==> src/rtl/ringCadencePkg.sv <==
package ringCadencePkg;

  // strobes from control to datapath
  typedef struct packed {
    logic toneFlip;
    logic stepAdvance;
  } cadStrobeT;

  // ring positions within a 16-step group of the double-ring bank
  localparam int GROUP_LEN = 16;
  localparam logic [GROUP_LEN-1:0] DOUBLE_MASK = 16'b0000_0000_0001_1011;
  // number of leading ringing steps in the long-ring bank
  localparam int LONG_RING_STEPS = 20;

  function automatic logic patternBit(input int bank, input int idx);
    if (bank == 0) return DOUBLE_MASK[idx % GROUP_LEN];
    else           return (idx < LONG_RING_STEPS);
  endfunction

endpackage

==> src/rtl/ringCtrl.sv <==
module ringCtrl
  import ringCadencePkg::*;
#(
  parameter int BASE_DIV = 2,
  parameter int STEP_DIV = 5
) (
  input  logic      clk,
  input  logic      rst,
  input  logic      tickIn,
  output cadStrobeT strobes
);
  localparam int BW = (BASE_DIV > 1) ? $clog2(BASE_DIV) : 1;
  localparam int SW = (STEP_DIV > 1) ? $clog2(STEP_DIV) : 1;
  localparam logic [BW-1:0] BASE_LAST = BW'(BASE_DIV - 1);
  localparam logic [SW-1:0] STEP_LAST = SW'(STEP_DIV - 1);

  logic [BW-1:0] baseCnt;
  logic [SW-1:0] stepCnt;
  logic          toneHigh;
  logic          toneFlip;
  logic          toneFall;

  assign toneFlip = tickIn && (baseCnt == BASE_LAST);
  assign toneFall = toneFlip && toneHigh;

  always_ff @(posedge clk) begin
    if (rst) begin
      baseCnt  <= '0;
      stepCnt  <= '0;
      toneHigh <= 1'b0;
    end else if (tickIn) begin
      if (toneFlip) begin
        baseCnt  <= '0;
        toneHigh <= ~toneHigh;
        if (toneFall) begin
          stepCnt <= (stepCnt == STEP_LAST) ? '0 : stepCnt + 1'b1;
        end
      end else begin
        baseCnt <= baseCnt + 1'b1;
      end
    end
  end

  always_comb begin
    strobes.toneFlip    = toneFlip;
    strobes.stepAdvance = toneFall && (stepCnt == STEP_LAST);
  end

endmodule

==> src/rtl/ringPath.sv <==
module ringPath
  import ringCadencePkg::*;
#(
  parameter int STEP_W = 6
) (
  input  logic              clk,
  input  logic              rst,
  input  cadStrobeT         strobes,
  input  logic              bankSel,
  output logic              toneOut,
  output logic              gateOut,
  output logic              ringOut,
  output logic [STEP_W-1:0] stepIdx
);
  localparam int DEPTH = 1 << STEP_W;

  logic [2*DEPTH-1:0] tableBits;
  logic               toneQ;
  logic [STEP_W-1:0]  stepQ;

  for (genvar b = 0; b < 2; b++) begin : g_bank
    for (genvar i = 0; i < DEPTH; i++) begin : g_entry
      assign tableBits[b*DEPTH + i] = patternBit(b, i);
    end
  end

  always_ff @(posedge clk) begin
    if (rst) begin
      toneQ <= 1'b0;
      stepQ <= '0;
    end else begin
      if (strobes.toneFlip)    toneQ <= ~toneQ;
      if (strobes.stepAdvance) stepQ <= stepQ + 1'b1;
    end
  end

  assign toneOut = toneQ;
  assign gateOut = tableBits[{bankSel, stepQ}];
  assign ringOut = toneQ & gateOut;
  assign stepIdx = stepQ;

endmodule

==> src/rtl/ringCadenceTop.sv <==
module ringCadenceTop
  import ringCadencePkg::*;
#(
  parameter int BASE_DIV = 2,
  parameter int STEP_DIV = 5,
  parameter int STEP_W   = 6
) (
  input  logic clk,
  input  logic rst,
  input  logic tickIn,
  input  logic bankSel,
  output logic toneOut,
  output logic gateOut,
  output logic ringOut
);
  cadStrobeT         strobes;
  logic [STEP_W-1:0] stepIdx;

  ringCtrl #(.BASE_DIV(BASE_DIV), .STEP_DIV(STEP_DIV)) u_ctrl (
    .clk     (clk),
    .rst     (rst),
    .tickIn  (tickIn),
    .strobes (strobes)
  );

  ringPath #(.STEP_W(STEP_W)) u_path (
    .clk     (clk),
    .rst     (rst),
    .strobes (strobes),
    .bankSel (bankSel),
    .toneOut (toneOut),
    .gateOut (gateOut),
    .ringOut (ringOut),
    .stepIdx (stepIdx)
  );

endmodule

==> config.mk <==
export PLATFORM = sky130hd
export DESIGN_NAME = ringCadenceTop
export DESIGN_NICKNAME = d
export VERILOG_FILES = /design/src/rtl/ringCadencePkg.sv /design/src/rtl/ringCtrl.sv /design/src/rtl/ringPath.sv /design/src/rtl/ringCadenceTop.sv
export SDC_FILE = /design/constraint.sdc
export NUM_CORES = 1
export LEC_CHECK = 0
export CAP_MARGIN = 20
export CELL_PAD_IN_SITES_DETAIL_PLACEMENT = 1
export CELL_PAD_IN_SITES_GLOBAL_PLACEMENT = 2
export CORE_MARGIN = 2
export CORE_UTILIZATION = 31
export DETAILED_ROUTE_END_ITERATION = 8
export DONT_BUFFER_PORTS = 1
export HOLD_SLACK_MARGIN = 0.15
export PLACE_DENSITY = 0.69
export SLEW_MARGIN = 40
export SYNTH_ARGS = -nofsm -noshare
export SYNTH_HDL_FRONTEND = slang
export SYNTH_SLANG_ARGS = --single-unit
export TNS_END_PERCENT = 10
==> constraint.sdc <==
create_clock -name clk -period 1.4 [get_ports clk]
set_input_delay 0.14 -clock clk [delete_from_list [all_inputs] [get_ports clk]]
set_output_delay 0.14 -clock clk [all_outputs]
set_load 0.02 [all_outputs]
# Word-level counts from Yosys, hierarchy flattened
# Memory sizes are Yosys's and may differ from the RTL's.
# Index checks and enable logic that the tools add are counted.
# totals
reg_bits,12
romBits,128
input_bits,4
out_inout_bits,3
word_cells,22
n_memories,1
# op_classes
add_sub_neg,3
magnitude_cmp,1
eq_ne,1
mux,3
bitwise_logic,3
n_reduce_logical,5
# memory_table
name,depth,word_bits,read_ports,rd_ports_with_merged_regs,write_ports,line,text
(no name shown),128,1,1,0,0,ringPath.sv:38,"assign gateOut = tableBits[{bankSel, stepQ}];"
# op_table
op,count
"< comparator 7 x 8 -> 1 bit, second input constant",1
"adder 6 x 1 -> 6 bit, second input constant",1
"adder 3 x 1 -> 3 bit, second input constant",1
"== test 3 bit, second input constant",1
logical AND 1 bit,3
2-to-1 mux 3 bit,1
AND reduction 3 bit,1
2-to-1 mux 1 bit,2
NOT 1 bit,2
AND reduction 2 bit,1
"adder 1 bit, second input constant",1
bitwise AND 1 bit,1

# Logic depth before layout (Yosys ltp)
# depth
word_depth,3
ltp_mapped,5
ltp_nobuf,5

# Cells and area by module
# Synthesis repeated with hierarchy kept, for this count alone.
# hier_totals
cells_unflattened,62
hier_area_um2,570.5
# modules_own_cells
module,instances,cells_each,area_each_um2,seq_area_each_um2
ringPath,1,33,310.3,140.1
ringCtrl,1,29,260.2,100.1

# Worst setup path after synthesis
# No wires, ideal clock.
# synth_timing
path_kind,register to register
from,reg u_ctrl.stepCnt[0]
to,reg u_path.stepQ[5] (netlist: u_path.stepIdx[5])
setup_ps,71
arrival_time_ps,1347
required_ps,1329
slack_ps,-18
path_stages_with_launch,6
n_path_buf,0
path_cell_list,dfxtp_1 > inv_1 > ha_1 > nand4_2 > or4_1 > a21oi_1
# synth_via
elab_chain_len,2
# synth_lines
item,line,text
start: declaration,ringCtrl.sv:18,logic [SW-1:0] stepCnt;
start signal: assignment,ringCtrl.sv:36,stepCnt <= (stepCnt == STEP_LAST) ? '0 : stepCnt + 1'b1;
== test 3 bit,ringCtrl.sv:46,strobes.stepAdvance = toneFall && (stepCnt == STEP_LAST);
logical AND 1 bit,ringCtrl.sv:46,
end signal: assignment,ringPath.sv:33,if (strobes.stepAdvance) stepQ <= stepQ + 1'b1;
end: declaration,ringPath.sv:19,logic [STEP_W-1:0] stepQ;
# Every way passes these cells.
# A chain may end at the register's enable or synchronous reset.

# Worst setup path in the final report
# layout_timing
from,reg u_path.stepQ[0] (netlist: u_path.stepIdx[0])
to,out ringOut
# layout_via
elab_chain_len,3
# layout_lines
item,line,text
memory read (128 x 1 bit),-,
2-to-1 mux 1 bit (implied by the code),ringPath.sv:38,
bitwise AND 1 bit,ringPath.sv:39,assign ringOut = toneQ & gateOut;
end: declaration,ringCadenceTop.sv:14,output logic ringOut
# Every way passes these cells. The select of a mux whose other input is x is not followed.

==> impl_metrics.json <==
{
  "final_area_um2": 801,
  "achievable-frequency_mhz": 722,
  "skew_ps": 7.11,
  "worst-setup-path-type": "flip-flop to output port",
  "tightestPinTransition_ps": 441,
  "setup_viol": 0,
  "core.rowCount": 15,
  "ctsHtreeMaxLevel": 1,
  "timing_max_transition_violations_final": 0,
  "detailroute.via_count": 567,
  "hold_path.class": "input port to flip-flop",
  "maximum_number_of_pins_on_one_net_before_global_route_repair": 13,
  "dieHeight_um": 47.4,
  "ir_drop_mv": 0.657,
  "register_area_share_after_synthesis_pct": 41.1,
  "fillerInstances": 216,
  "combinational_fraction_of_design_power_pct": 9.9,
  "drv.max_cap_violation_count": 0,
  "total_power_mw": 0.706,
  "place_worst_setup_slack_ps": -44.9,
  "synth_seq_cells": 12,
  "layout-drive-gt1-share_pct": 33.7,
  "startpoint": "u_path.stepIdx[0]",
  "final.period_utilization_pct": 98.9,
  "clkTransAtPathRegs_ps": 80,
  "rsz_0062_raised_after_global_routing": "true",
  "worst-r2r-cell-count": 4,
  "p_sw_share_pct": 23.3,
  "sw_pwr_mw": 0.165,
  "synth_top_area_share_pct": 41.1,
  "post_synth_instance_area_um2": 584,
  "final_common_cell": "sky130_fd_sc_hd__buf_4",
  "p_leak_nw": 0.291,
  "wire_per_inst_um": 12.6,
  "internal_power_mw": 0.541,
  "synth.top_cells.by_area": "sky130_fd_sc_hd__dfxtp_1 (41%), sky130_fd_sc_hd__a21oi_1 (6.9%), sky130_fd_sc_hd__ha_1 (6.4%), sky130_fd_sc_hd__nand2_1 (5.1%), sky130_fd_sc_hd__o21ai_0 (4.3%)",
  "initial_cell_density_of_the_core_pct": 33.5,
  "num-nets-final": 94,
  "hold_path_depth": 3,
  "n_antenna_cell": 0,
  "grt_first_pass_wirelength_um": 2260,
  "register_area_um2": 249,
  "die_x_um": 47.4,
  "cp.arrival_ps": 1240,
  "grt_pass1_vias": 569,
  "critical_path_required_ps": 1260,
  "cp-end-kind": "output port",
  "seq_power_share_pct": 50.5,
  "power_per_cell_area_nw_per_um2": 882,
  "rrSetupSlack_ps": 50,
  "timing.critical_path.slowest_cell_delay_ps": 380,
  "cts_sinks": 12,
  "ant_nets": 0,
  "port_buffers": 0,
  "detailed_place.area_um2": 706,
  "hold_viol_final": 0,
  "critical_path.startpoint_type": "flip-flop",
  "worst_slew_margin_rel_pct": 70.5,
  "tns_ps": 0,
  "clock_latency_reported_for_the_late_side_of_the_worst_skew_pair_ps": 280,
  "area_delta_synth_final_pct": 37.0,
  "groute.usage.overall_pct": 15.1,
  "cts_root_buf": "sky130_fd_sc_hd__clkbuf_4",
  "ys_types": 22,
  "detail_route.iter0.violations": 4,
  "detail_route.wirelength_um": 1400,
  "rr_endpoint": "u_ctrl.baseCnt",
  "top_level_ports": 7,
  "die_area_um2": 2250,
  "critPathMaxFanout": 5,
  "path_cells": "mux2i_1 > nand2_1 > a21boi_1 > buf_4",
  "final_core_util_pct": 45.9,
  "crit_path_capture": "ringOut",
  "clock_period_minus_worst_slack_ps": 1380,
  "power.share.clock_pct": 39.6,
  "placeableCoreArea_um2": 1750,
  "run_status": "finished, final reports clean",
  "cts_inserted_buffers": 3,
  "crit-reg2reg-launch": "u_ctrl.baseCnt",
  "synthesis.instances": 69,
  "hpwlAfterDp_um": 1040,
  "synth_nets": 76,
  "synth.yosys.warnings": 0,
  "multi_input_comb_area_um2": 360,
  "clock_tree_from_tritoncts": "yes",
  "gp_routability_congestion": 0.759,
  "globalRoute.totalOverflow": 0,
  "layout.cells.most_common_list": "sky130_fd_sc_hd__buf_4 (11), sky130_fd_sc_hd__nand2_1 (7), sky130_fd_sc_hd__a21oi_1 (7), sky130_fd_sc_hd__dfxtp_1 (7), sky130_fd_sc_hd__nor2_1 (6)",
  "timing.critical_path.slowest_stage_cell": "sky130_fd_sc_hd__dfxtp_4",
  "antenna_found_initial": 0,
  "vias_per_cell": 5.11,
  "synth.avg_cell_area_um2": 8.47,
  "final.setup.worst_slack_ps": 15.8,
  "drc": 0,
  "drt_first_pass_iters": 4,
  "synth_largest_area_cell": "sky130_fd_sc_hd__dfxtp_1",
  "clk_path_buf_depth": 2
}
## cell usage after synthesis (all sizes together)
cell type  number
a21boi          1
a21oi           8
and3            1
clkbuf          1
dfxtp          12
ha              3
inv             3
mux2i           1
nand2           8
nand3           2
nand3b          2
nand4           3
nor2            6
nor3            1
o21ai           5
o31ai           3
or3             2
or4             3
xnor2           2
xor2            2
## what timing repair did
item | 4_1_cts | 5_1_grt
gates resized for setup | 8 | 6
hold buffers | 1 | 2
endpoints found under the hold margin | 12 | 11
setup endpoints to repair | 5 | 4
buffers inserted | 0 | 0
pin swaps | 3 | 1
## worst min-delay path by stage
stage	from	end	slack (ps)
after global placement	rst	u_path.stepIdx[2]	210
after CTS	rst	u_ctrl.stepCnt[1]	-100
final	tickIn	u_path.stepIdx[0]	220
after floorplan	rst	u_path.stepIdx[2]	210
after detailed placement	rst	u_ctrl.stepCnt[1]	210
after global routing	tickIn	u_path.stepIdx[0]	240
## stage by stage
step,std cells,hold slack (ps)
2_1_floorplan,69,209
3_3_place_gp,104,211
3_5_place_dp,104,212
4_1_cts,109,-104
5_1_grt,111,243
6_report,111,222
## critical path, delay by kind of cell, from the launching register on
family / cells / cell delay, ps
and+or+nand+nor: 1 / 90
DFF: 1 / 380
AOI/OAI and AO/OA: 1 / 130
buffers and inverters: 1 / 160
muxes: 1 / 210
## cell type report
cell class | count | share of cell area, %
Sequential cell | 12 | 31.1
Multi-Input combinational cell | 53 | 45.0
Timing Repair Buffer | 14 | 14.1
Inverter | 3 | 1.41
Tap cell | 25 | 3.91
Clock buffer | 4 | 4.53
## cells by family after synthesis
logic type,after synthesis,synth area share (%)
adder cells (fa/ha/maj),3,6.42
flip-flops,12,41.1
AO/OA/AOI/OAI,17,16.3
multiplexers,1,1.71
XOR/XNOR,4,6.00
AND/OR/NAND/NOR,28,25.9
buffers and inverters,4,2.57
## power by group through the flow
stage | clock [mW] | sequential [mW] | combinational, mW
finish | 0.280 | 0.357 | 0.0699
global route | 0.307 | 0.358 | 0.0765
CTS | 0.292 | 0.356 | 0.0595
detailed placement | 0 | 0.366 | 0.0541
global placement | 0 | 0.366 | 0.0524
floorplan | 0 | 0.370 | 0.0301
## routing by layer
layer | GRT usage [%] | vias to the layer above | routed length [um]
met3 | 9.06 | 2 | 94
met1 | 15.2 | 268 | 557
li1 | - | 282 | -
met2 | 25.9 | 15 | 736
met5 | 0 | - | 0
met4 | 5.00 | 0 | 13
## flip-flops by register name, summed over array words and instances, names as in the netlist
| name | flops |
|---|---|
| u_path.stepIdx | 6 |
| u_path.toneOut | 1 |
| u_ctrl.toneHigh | 1 |
| u_ctrl.stepCnt | 3 |
| u_ctrl.baseCnt | 1 |
No activity file was read; power rests on OpenSTA's default activity.
